===== src/rtl/capw_pkg.sv =====
// Shared definitions for the capability chain walker.
// Assumes the fixed 32-bit header layout of the extended capability chain.
package capw_pkg;
    localparam int unsigned CAP_PTR_W = 12;   // byte offset width within 4 KB space
    localparam int unsigned CAP_ID_W  = 16;

    typedef struct packed {
        logic [CAP_PTR_W-1:0] nxt;
        logic [3:0]           ver;
        logic [CAP_ID_W-1:0]  id;
    } capw_hdr_t;

    typedef enum logic [2:0] {
        ST_IDLE,
        ST_RD,
        ST_EV,
        ST_WTAIL,
        ST_WNEW,
        ST_CLR
    } capw_state_e;
endpackage


===== src/rtl/capw_ptr_check.sv =====
// Legality check for a chain pointer: word aligned and inside [LO, HI].
// Assumes LO and HI are themselves word aligned.
module capw_ptr_check
    import capw_pkg::*;
#(
    parameter int unsigned LO = 'h100,
    parameter int unsigned HI = 'hFF8
) (
    input  logic [CAP_PTR_W-1:0] ptr,
    output logic                 ok
);
    localparam logic [CAP_PTR_W-1:0] LO_P = CAP_PTR_W'(LO);
    localparam logic [CAP_PTR_W-1:0] HI_P = CAP_PTR_W'(HI);

    // Combine alignment and window tests
    always_comb begin
        ok = (ptr[1:0] == 2'b00) && (ptr >= LO_P) && (ptr <= HI_P);
    end
endmodule


===== src/rtl/capw_mask_clear.sv =====
// Issues one mask-clear strobe per word for COUNT consecutive words from BASE.
// Assumes start is a single-cycle pulse and is not raised while active.
module capw_mask_clear #(
    parameter int unsigned WA = 10
) (
    input  logic          clk,
    input  logic          rst_n,
    input  logic          start,
    input  logic [WA-1:0] base,
    input  logic [WA:0]   count,
    output logic          we,
    output logic [WA-1:0] addr,
    output logic          active
);
    logic [WA-1:0] idx;
    logic [WA:0]   rem;

    // Step through the region one word per cycle
    always_ff @(posedge clk) begin
        if (!rst_n) begin
            active <= 1'b0;
            idx    <= '0;
            rem    <= '0;
        end else if (start) begin
            active <= (count != '0);
            idx    <= base;
            rem    <= count;
        end else if (active) begin
            idx <= idx + 1'b1;
            rem <= rem - 1'b1;
            if (rem == {{WA{1'b0}}, 1'b1}) begin
                active <= 1'b0;
            end
        end
    end

    // Drive the strobe straight from the running state
    always_comb begin
        we   = active;
        addr = idx;
    end
endmodule


===== src/rtl/capw_walker.sv =====
// Capability chain walker: looks up an ID in the header chain and appends
// new headers at the tail. Assumes a memory with one cycle of read latency
// and that the caller's new regions do not overlap existing ones.
module capw_walker
    import capw_pkg::*;
#(
    parameter int unsigned BASE     = 'h100,
    parameter int unsigned LIMIT    = 'hFF8,
    parameter int unsigned MAX_HOPS = 64
) (
    input  logic                  clk,
    input  logic                  rst_n,
    input  logic                  cmd_valid,
    input  logic                  cmd_append,
    input  logic [CAP_ID_W:0]     cmd_id,
    input  logic [3:0]            cmd_ver,
    input  logic [CAP_PTR_W-1:0]  cmd_offset,
    input  logic [CAP_PTR_W-1:0]  cmd_size,
    output logic                  busy,
    output logic                  done,
    output logic [CAP_PTR_W-1:0]  res_offset,
    output logic [CAP_PTR_W-1:0]  res_prev,
    output logic                  err_ptr,
    output logic                  err_loop,
    output logic                  mem_re,
    output logic                  mem_we,
    output logic [CAP_PTR_W-3:0]  mem_addr,
    output logic [31:0]           mem_wdata,
    input  logic [31:0]           mem_rdata,
    output logic                  mask_we,
    output logic [CAP_PTR_W-3:0]  mask_addr
);
    localparam int unsigned WA    = CAP_PTR_W - 2;
    localparam int unsigned HOP_W = (MAX_HOPS > 1) ? $clog2(MAX_HOPS) : 1;
    localparam logic [HOP_W-1:0]     HOP_LAST = HOP_W'(MAX_HOPS - 1);
    localparam logic [CAP_PTR_W-1:0] BASE_P   = CAP_PTR_W'(BASE);
    localparam logic [CAP_ID_W:0]    SENTINEL = {1'b1, {CAP_ID_W{1'b0}}};

    capw_state_e          state;
    logic [CAP_PTR_W-1:0] cur, prev, off;
    logic [CAP_ID_W:0]    sid;
    logic [CAP_ID_W-1:0]  nid;
    logic [3:0]           nver;
    logic                 is_app;
    logic [WA-1:0]        size_w;
    capw_hdr_t            tail_q;
    logic [HOP_W-1:0]     hops;
    capw_hdr_t            hdr;
    logic [1:0][CAP_PTR_W-1:0] chk_ptr;
    logic [1:0]           chk_ok;
    logic                 clr_start, clr_active;

    assign hdr        = capw_hdr_t'(mem_rdata);
    assign chk_ptr[0] = hdr.nxt;
    assign chk_ptr[1] = cmd_offset;

    // One pointer checker for the header chain, one for the add offset
    for (genvar g = 0; g < 2; g++) begin : g_chk
        capw_ptr_check #(.LO(BASE), .HI(LIMIT)) u_chk (
            .ptr (chk_ptr[g]),
            .ok  (chk_ok[g])
        );
    end

    capw_mask_clear #(.WA(WA)) u_clr (
        .clk    (clk),
        .rst_n  (rst_n),
        .start  (clr_start),
        .base   (off[CAP_PTR_W-1:2]),
        .count  ({1'b0, size_w}),
        .we     (mask_we),
        .addr   (mask_addr),
        .active (clr_active)
    );

    // Memory strobes, address and write data for the current state
    always_comb begin
        mem_re    = 1'b0;
        mem_we    = 1'b0;
        mem_addr  = '0;
        mem_wdata = '0;
        clr_start = 1'b0;
        case (state)
            ST_RD: begin
                mem_re   = 1'b1;
                mem_addr = cur[CAP_PTR_W-1:2];
            end
            ST_WTAIL: begin
                mem_we    = 1'b1;
                mem_addr  = prev[CAP_PTR_W-1:2];
                mem_wdata = {off, tail_q.ver, tail_q.id};
            end
            ST_WNEW: begin
                mem_we    = 1'b1;
                mem_addr  = off[CAP_PTR_W-1:2];
                mem_wdata = {{CAP_PTR_W{1'b0}}, nver, nid};
                clr_start = 1'b1;
            end
            default: ;
        endcase
        busy = (state != ST_IDLE);
    end

    // Command sequencer: accept, walk, patch, write, clear, report
    always_ff @(posedge clk) begin
        if (!rst_n) begin
            state      <= ST_IDLE;
            cur        <= '0;
            prev       <= '0;
            off        <= '0;
            sid        <= '0;
            nid        <= '0;
            nver       <= '0;
            is_app     <= 1'b0;
            size_w     <= '0;
            tail_q     <= '0;
            hops       <= '0;
            done       <= 1'b0;
            err_ptr    <= 1'b0;
            err_loop   <= 1'b0;
            res_offset <= '0;
            res_prev   <= '0;
        end else begin
            done     <= 1'b0;
            err_ptr  <= 1'b0;
            err_loop <= 1'b0;
            case (state)
                ST_IDLE: begin
                    if (cmd_valid) begin
                        is_app <= cmd_append;
                        sid    <= cmd_append ? SENTINEL : cmd_id;
                        nid    <= cmd_id[CAP_ID_W-1:0];
                        nver   <= cmd_ver;
                        off    <= cmd_offset;
                        size_w <= cmd_size[CAP_PTR_W-1:2];
                        cur    <= BASE_P;
                        prev   <= '0;
                        hops   <= '0;
                        if (cmd_append && !chk_ok[1]) begin
                            done       <= 1'b1;
                            err_ptr    <= 1'b1;
                            res_offset <= '0;
                            res_prev   <= '0;
                        end else if (cmd_append && cmd_offset == BASE_P) begin
                            state <= ST_WNEW;
                        end else begin
                            state <= ST_RD;
                        end
                    end
                end
                ST_RD: begin
                    state <= ST_EV;
                end
                ST_EV: begin
                    if (hops == '0 && mem_rdata == 32'h0) begin
                        state      <= ST_IDLE;
                        done       <= 1'b1;
                        err_ptr    <= is_app;
                        res_offset <= '0;
                        res_prev   <= '0;
                    end else if ({1'b0, hdr.id} == sid) begin
                        state      <= ST_IDLE;
                        done       <= 1'b1;
                        res_offset <= cur;
                        res_prev   <= prev;
                    end else if (hdr.nxt == '0) begin
                        prev   <= cur;
                        tail_q <= hdr;
                        if (is_app) begin
                            state <= ST_WTAIL;
                        end else begin
                            state      <= ST_IDLE;
                            done       <= 1'b1;
                            res_offset <= '0;
                            res_prev   <= cur;
                        end
                    end else if (!chk_ok[0] || hops == HOP_LAST) begin
                        state      <= ST_IDLE;
                        done       <= 1'b1;
                        err_ptr    <= !chk_ok[0];
                        err_loop   <= chk_ok[0];
                        res_offset <= '0;
                        res_prev   <= cur;
                    end else begin
                        prev  <= cur;
                        cur   <= hdr.nxt;
                        hops  <= hops + 1'b1;
                        state <= ST_RD;
                    end
                end
                ST_WTAIL: begin
                    state <= ST_WNEW;
                end
                ST_WNEW: begin
                    state <= ST_CLR;
                end
                ST_CLR: begin
                    if (!clr_active) begin
                        state      <= ST_IDLE;
                        done       <= 1'b1;
                        res_offset <= off;
                        res_prev   <= prev;
                    end
                end
                default: state <= ST_IDLE;
            endcase
        end
    end
endmodule


===== config.mk =====
export PLATFORM = sky130hd
export DESIGN_NAME = capw_walker
export DESIGN_NICKNAME = d
export VERILOG_FILES = /design/src/rtl/capw_pkg.sv /design/src/rtl/capw_ptr_check.sv /design/src/rtl/capw_mask_clear.sv /design/src/rtl/capw_walker.sv
export SDC_FILE = /design/constraint.sdc
export NUM_CORES = 1
export LEC_CHECK = 0
export CELL_PAD_IN_SITES_DETAIL_PLACEMENT = 0
export CELL_PAD_IN_SITES_GLOBAL_PLACEMENT = 2
export CORE_AREA = 2 2 119 179
export CTS_CLUSTER_SIZE = 10
export DETAILED_ROUTE_END_ITERATION = 8
export DIE_AREA = 0 0 121 181
export DONT_BUFFER_PORTS = 1
export PLACE_DENSITY = 0.94
export SYNTH_ARGS = -nofsm -noshare
export SYNTH_HDL_FRONTEND = slang
export SYNTH_HIERARCHICAL = 1
export SYNTH_SLANG_ARGS = --single-unit

===== constraint.sdc =====
create_clock -name clk -period 3.5 [get_ports clk]
set_input_delay 0 -clock clk [delete_from_list [all_inputs] [get_ports clk]]
set_output_delay 0 -clock clk [all_outputs]
set_load 0.05 [all_outputs]

==> impl_metrics.json, run 1 <==
{
  "synth_top_area_frac": 0.404,
  "ant_nets": 0,
  "grt.overflow.total": 0,
  "synth_compound_area_frac": 0.246,
  "yosysWarnings": 6,
  "drv_cap": 0,
  "peakVddDrop_mv": 0.304,
  "cp_max_fo": 41,
  "cts_sinks": 162,
  "tritoncts": "yes",
  "path_delay_family": "buffers and inverters",
  "areaGrowthSynthToFinish_pct": 25.1,
  "final_cell_area_sq_um": 10000,
  "slew_headroom": 0.290,
  "power_density_nw_per_um2": 447,
  "holdPathEnd": "state[0]$_SDFFE_PN0P_",
  "hold_viol": 0,
  "rows": 64,
  "final.setup_skew_ns": 0.00700,
  "drv_slew": 0,
  "clk_pin_slew_ns": 0.07,
  "dr.pass1.iters": 5,
  "ys_seq_area_frac": 0.404,
  "drc_errors": 0,
  "root_buffer": "clkbuf_16",
  "ys_seq_elements": 162,
  "antenna_cells": 0,
  "slowest_delay_ns": 0.58,
  "fin_crit_sh": 0.950,
  "fin_util": 0.495,
  "r2r-start": "hops[0]$_SDFFE_PN0P_",
  "drt_iter0_drc": 486,
  "yosys.area_share.simple": 0.256,
  "io_pins": 164,
  "p_total_w": 0.00449,
  "grt_max_degree": 126,
  "fin_setup_tns_ns": 0,
  "syn_inst": 975,
  "clk_latency_ns": 0.44,
  "synth_largest_area_cell": "dfxtp_1",
  "drt-wirelength-per-cell_um": 19.7,
  "die-area_sq_um": 21900,
  "cp_data_required_time_ns": 3.83,
  "die_y_um": 181,
  "cp_slowest_cell": "dlygate4sd3_1",
  "grt_pass1_vias": 7509,
  "hp-start": "cmd_offset[3]",
  "cts_buffers": 17,
  "startpoint_type": "flip-flop",
  "syn_area_sq_um": 8020,
  "endpoint_kind": "flip-flop",
  "layout_common_cells": "nand2_1 (189), dfxtp_1 (162), dlygate4sd3_1 (127), o21ai_0 (74), nand3_1 (62)",
  "synth_area_leaders": "dfxtp_1 (40%), nand2_1 (8.9%), a21boi_0 (5.7%)",
  "hp-class": "in -> reg",
  "synth-adder-area-share": 0.00780,
  "hold_path_depth": 5,
  "drive_gt1_frac": 0.0829,
  "htreeDepth": 4,
  "status": "finished clean",
  "synth_cell_type_count": 74,
  "syn-mean-instance-area_sq_um": 8.23,
  "setup_viol": 0,
  "power_leakage_nw": 3.52,
  "die_w_um": 121,
  "place_congestion": 0.822,
  "grt_pass1_wl_um": 40800,
  "worst-path-buf-inv": 4,
  "reg2reg_slack_ns": 0.18,
  "cts_resized": 0,
  "io_buffers": 0,
  "start_util": 0.396,
  "synth_edf_count": 0,
  "grt_antenna_before_repair": 0,
  "final_common_cell": "nand2_1",
  "rsz0062_at_grt": "false",
  "gr-usage-all-layers": 0.238,
  "holdWs_ns": 0.0193,
  "synthArstFlopShare": 0,
  "r2r_end": "tail_q[2]$_SDFFE_PN0P_",
  "via_per_inst": 5.65,
  "dp_hpwl_um": 16600,
  "synth_top_family_by_area": "simple AND/OR/NAND/NOR gates",
  "synthMuxAreaShare": 0.0137,
  "critical_path_class": "reg -> reg",
  "synth_ff_type": "dfxtp_1",
  "nets": 1147,
  "post-cts-setup-buffer-count": 0,
  "cts.path.max_buffers": 2,
  "period_needed_ns": 3.32,
  "worst_pin_slew_ns": 1.06,
  "core_region_area_sq_um": 20300,
  "placed_area_sq_um": 8130,
  "crit_chain": "inv_1 -> ha_1 -> nor4b_1 -> nand4_1 -> o21ai_1 -> a211oi_4 -> buf_4 -> nand3_1 -> dlygate4sd3_1 -> o21ai_1 -> dlygate4sd3_1",
  "max_freq_ghz": 0.301,
  "reg2reg_depth": 11,
  "synth-xor-area-share": 0.0240,
  "vias": 7564,
  "cp.arrival_ns": 3.65,
  "totalWireLength_um": 26300
}
[area by class of cell]
| cell class | count | area (sq um) |
|---|---|---|
| tap | 264 | 330 |
| timing repair buffer | 141 | 1400 |
| fill | 1922 | 10200 |
| clock buffer | 19 | 453 |
| multi-input combinational | 726 | 4410 |
| clock inverter | 13 | 151 |
| inverter | 13 | 48.8 |
| sequential | 162 | 3240 |
[logic make-up (layout without fill, tap and decap cells)]
group                    Yosys count  in the layout
AO/OA/AOI/OAI                    276            276
multiplexers                      11             11
buffers and inverters             88            186
flip-flops                       162            162
AND/OR/NAND/NOR                  410            410
adder cells (fa/ha/maj)            5              5
other                              1              2
XOR/XNOR                          22             22
[repair_timing]
| action | CTS | global route |
|---|---|---|
| endpoints found under the setup margin | 0 | 0 |
| hold buffers | 128 | 0 |
| hold endpoints to repair | 160 | 0 |
[through the flow]
| stage | setup WS (ns) | instances |
|---|---|---|
| floorplan | 1.39 | 976 |
| finish | 0.175 | 1338 |
| detailed placement | 0.951 | 1178 |
| CTS | 0.269 | 1338 |
| global placement | 1.01 | 1178 |
| global route | 0.0417 | 1338 |
[worst max path at each step]
stage / startpoint / endpoint / slack [ns] / cells after the start
5_1_grt: hops[0]$_SDFFE_PN0P_ / tail_q[2]$_SDFFE_PN0P_ / 0.04 / 11
4_1_cts: hops[0]$_SDFFE_PN0P_ / tail_q[10]$_SDFFE_PN0P_ / 0.27 / 11
3_5_place_dp: state[1]$_SDFFE_PN0P_ / res_offset[11]$_SDFFE_PN0P_ / 0.95 / 7
2_1_floorplan: state[1]$_SDFFE_PN0P_ / mem_addr[0] / 1.39 / 4
3_3_place_gp: state[0]$_SDFFE_PN0P_ / mem_wdata[15] / 1.01 / 4
6_report: hops[0]$_SDFFE_PN0P_ / tail_q[2]$_SDFFE_PN0P_ / 0.18 / 11
[worst reg2reg max path, cell delays in order (launching register included)]
cell,delay (ns)
dfxtp_1,0.34
inv_1,0.07
ha_1,0.15
nor4b_1,0.30
nand4_1,0.17
o21ai_1,0.40
a211oi_4,0.07
buf_4,0.28
nand3_1,0.18
dlygate4sd3_1,0.58
o21ai_1,0.08
dlygate4sd3_1,0.58
[where the power goes]
part           switching, W  internal, W  leakage [nW]
logic              0.000260     0.000196          1.92
clock network      0.000837      0.00110         0.288
registers          0.000171      0.00192          1.32
[state kept, by name, summed over array words and instances, names as in the netlist]
signal / flops
tail_q: 20
sid: 17
nid: 16
cur: 12
off: 12
prev: 12
res_offset: 12
res_prev: 12
u_clr/rem: 11
size_w: 10
u_clr/addr: 10
hops: 6
nver: 4
state: 3
done: 1
err_loop: 1
err_ptr: 1
is_app: 1
u_clr/active: 1
[Yosys cell counts (5+ instances only)]
cell type and instances:
a22oi_2 10, o21ai_0 84, buf_4 5, a211oi_2 11, or4_1 10, buf_2 10, a21boi_0 61, nand4_1 13
a22o_1 20, o31ai_1 8, inv_1 12, nor3_1 8, xnor2_1 16, nand3b_1 17, or3_1 6, and3_1 6
nand3_1 62, a22oi_1 14, dfxtp_1 162, nor2_1 25, and2_1 30, mux2i_1 11, a31oi_1 11, nand2_1 190
clkbuf_1 55, o21ai_1 19, a21oi_1 11, nor4_1 13, xor2_1 6, ha_1 5, nand2b_1 5
[routing by layer]
layer / vias up / GRT usage / part of all wire
met5: - / 0 / 0
met4: 0 / 0.0777 / 0.023
met3: 39 / 0.0543 / 0.058
met2: 229 / 0.428 / 0.52
met1: 3643 / 0.276 / 0.40
li1: 3653 / - / -
(Power assumes the default switching activity.)
==> run 2, diff against run 1 <==
CORE_AREA = 2 2 117 176   (was 2 2 119 179)
DIE_AREA = 0 0 119 178   (was 0 0 121 181)
PLACE_DENSITY = 0.93   (was 0.94)
SYNTH_HIERARCHICAL = not set   (was 1)
==> run 2 against run 1 <==
Routed wire length shrank 6.9%. Synthesized area shrank 3.4%. Sequential cell count unchanged. Hold slack worse by 0.013 ns. Critical path depth is 1 lower. Sequential share of layout area grew 2.2 points. Cell area decreased by 6.3%. Count of clock-buffer cells in the layout unchanged. Clock power shrank 6%. Sequential power grew 3%. Synthesized cell count decreased by 6.3%. Largest cell class unchanged. Largest power group unchanged.
==> impl_metrics.json, run 2 <==
{
  "reg2reg_depth": 10,
  "rows": 63,
  "syn_area_sq_um": 7750,
  "final_common_cell": "nand2_1",
  "final_cell_area_sq_um": 9410,
  "grt_pass1_wl_um": 38500,
  "vias": 6957,
  "yosysWarnings": 0,
  "syn_inst": 914,
  "pre_cts_slack_ns": 0.919,
  "synth_largest_area_cell": "dfxtp_1",
  "grt_antenna_before_repair": 0,
  "grt.overflow.total": 0,
  "hold_viol": 0,
  "slew_headroom": 0.262,
  "power_density_nw_per_um2": 487,
  "syn-mean-instance-area_sq_um": 8.48,
  "hp-start": "mem_rdata[20]",
  "r2r_end": "tail_q[5]$_SDFFE_PN0P_",
  "startpoint_type": "flip-flop",
  "root_buffer": "clkbuf_16",
  "largest_reg_flops": 20,
  "io_buffers": 0,
  "peakVddDrop_mv": 0.284,
  "antenna_cells": 0,
  "cts.path.max_buffers": 2,
  "die-area_sq_um": 21200,
  "synth_common_cells": "nand2_1 (174), dfxtp_1 (162), a21oi_1 (98), mux2i_1 (57), clkbuf_1 (56)",
  "power_leakage_nw": 3.40,
  "reg_top3": "tail_q (20), sid (17), nid (16)",
  "dp_cells": 1119,
  "rsz0062_at_grt": "false",
  "dp_hpwl_um": 16200,
  "synth_edf_count": 0,
  "gr-usage-all-layers": 0.231,
  "fill_cells": 1928,
  "r2r-start": "hops[0]$_SDFFE_PN0P_",
  "synth_top_area_frac": 0.418,
  "ys_seq_elements": 162,
  "drv_slew": 0,
  "io_pins": 164,
  "grt_pass1_vias": 7091,
  "endpoint_kind": "flip-flop",
  "drv_cap": 0,
  "synth_cell_type_count": 57,
  "yosysMostFrequentCell": "nand2_1",
  "fin_setup_tns_ns": 0,
  "place_congestion": 0.840,
  "setup_viol": 0,
  "htreeDepth": 4,
  "drt_iter0_drc": 415,
  "cp_data_required_time_ns": 3.80,
  "synth_area_leaders": "dfxtp_1 (42%), nand2_1 (8.4%), mux2i_1 (7.4%)",
  "reg2reg_slack_ns": 0.33,
  "holdPathEnd": "err_loop$_SDFF_PP0_",
  "ant_nets": 0,
  "dr.pass1.iters": 5,
  "drc_errors": 0,
  "core_region_area_sq_um": 19600,
  "cts_sinks": 162,
  "grt_max_degree": 78,
  "nets": 1058,
  "tritoncts": "yes",
  "clk_latency_ns": 0.43,
  "cp.arrival_ns": 3.47,
  "clk_pin_slew_ns": 0.07,
  "post-cts-setup-buffer-count": 0,
  "cp_slowest_cell": "dlygate4sd3_1",
  "die_y_um": 178,
  "synthArstFlopShare": 0,
  "critical_path_class": "reg -> reg",
  "start_util": 0.395,
  "syn_nets": 1000,
  "fin_crit_sh": 0.905,
  "final.setup_skew_ns": 0.00932,
  "cts_buffers": 17,
  "max_freq_ghz": 0.316,
  "totalWireLength_um": 24500,
  "hold_path_depth": 4,
  "hp-class": "in -> reg",
  "period_needed_ns": 3.17,
  "slowest_delay_ns": 0.61,
  "fin_ws_ns": 0.334,
  "ys_seq_area_frac": 0.418,
  "status": "finished clean",
  "via_per_inst": 5.59,
  "stdcell_count": 1245,
  "top_register": "tail_q",
  "cts_resized": 0,
  "drive_gt1_frac": 0.0893,
  "synth_ff_type": "dfxtp_1",
  "cp_max_fo": 20,
  "placed_area_sq_um": 7890,
  "die_w_um": 119,
  "areaGrowthSynthToFinish_pct": 21.4,
  "worst_pin_slew_ns": 1.10,
  "hold_buffers": 94,
  "crit_chain": "inv_1 -> ha_1 -> nor4b_1 -> nand4_1 -> or3_4 -> o2111ai_2 -> buf_4 -> mux2i_1 -> nor2_1 -> dlygate4sd3_1",
  "drt-wirelength-per-cell_um": 19.7,
  "layout_common_cells": "nand2_1 (173), dfxtp_1 (162), a21oi_1 (98), dlygate4sd3_1 (93), mux2i_1 (57)"
}
run 2: changes by cell type after synthesis, sizes merged, moves of 21 or more:
| cell | change |
|---|---|
| nand3 | -26 |
| mux2i | +46 |
| a21oi | +90 |
| nor2 | +21 |
| o21ai | -70 |
| a21boi | -61 |
run 2: final cells by class:
| class | instances | area [sq um] | area share |
|---|---|---|---|
| Tap cell | 260 | 325 | 0.0346 |
| Sequential cell | 162 | 3240 | 0.345 |
| Timing Repair Buffer | 111 | 1090 | 0.116 |
| Multi-Input combinational cell | 668 | 4130 | 0.439 |
| Clock inverter | 13 | 126 | 0.0134 |
| Inverter | 12 | 47.5 | 0.00505 |
| Clock buffer | 19 | 443 | 0.0471 |
run 2: per-layer routing:
metal	routed length, um	global-route usage
met3	1740	0.0630
met4	777	0.0977
met1	9360	0.253
met2	12600	0.420
met5	0	0
run 2: cells by family (layout without fill, tap and decap cells):
family	after synthesis	after routing	synth area share
XOR/XNOR	33	33	0.0373
flip-flops	162	162	0.418
buffers and inverters	84	155	0.0502
AND/OR/NAND/NOR	355	355	0.223
multiplexers	58	58	0.0751
adder cells (fa/ha/maj)	5	5	0.00807
AO/OA/AOI/OAI	217	217	0.188
run 2: worst max path at each step:
stage,end,from,depth (start not counted)
floorplan,mem_addr[0],state[1]$_SDFFE_PN0P_,4
global placement,res_prev[4]$_SDFFE_PN0P_,hops[0]$_SDFFE_PN0P_,9
detailed placement,res_prev[5]$_SDFFE_PN0P_,hops[0]$_SDFFE_PN0P_,9
CTS,tail_q[7]$_SDFFE_PN0P_,hops[0]$_SDFFE_PN0P_,10
global route,tail_q[5]$_SDFFE_PN0P_,hops[1]$_SDFFE_PN0P_,10
finish,tail_q[5]$_SDFFE_PN0P_,hops[0]$_SDFFE_PN0P_,10
run 2: worst max-delay path: cells and delay by family (launching register included):
family | cells | cell delay [ns]
flip-flops | 1 | 0.35
buffers and inverters | 3 | 1.07
AND/OR/NAND/NOR | 4 | 1.09
multiplexers | 1 | 0.28
adder cells (fa/ha/maj) | 1 | 0.16
AO/OA/AOI/OAI | 1 | 0.09
run 2: power by group:
| group | switching, W | internal, W |
|---|---|---|
| clock | 0.000807 | 0.00101 |
| sequential | 0.000207 | 0.00194 |
| combinational | 0.000378 | 0.000240 |
| total | 0.00139 | 0.00319 |
run 2: through the flow:
stage,util,total power [W],hold WS [ns]
after global routing,0.479,0.00477,0.0231
after floorplan,-,0.00259,0.136
final,0.479,0.00458,0.00618
after detailed placement,0.402,0.00271,0.142
after global placement,0.402,0.00270,0.137
after CTS,0.479,0.00462,0.0198
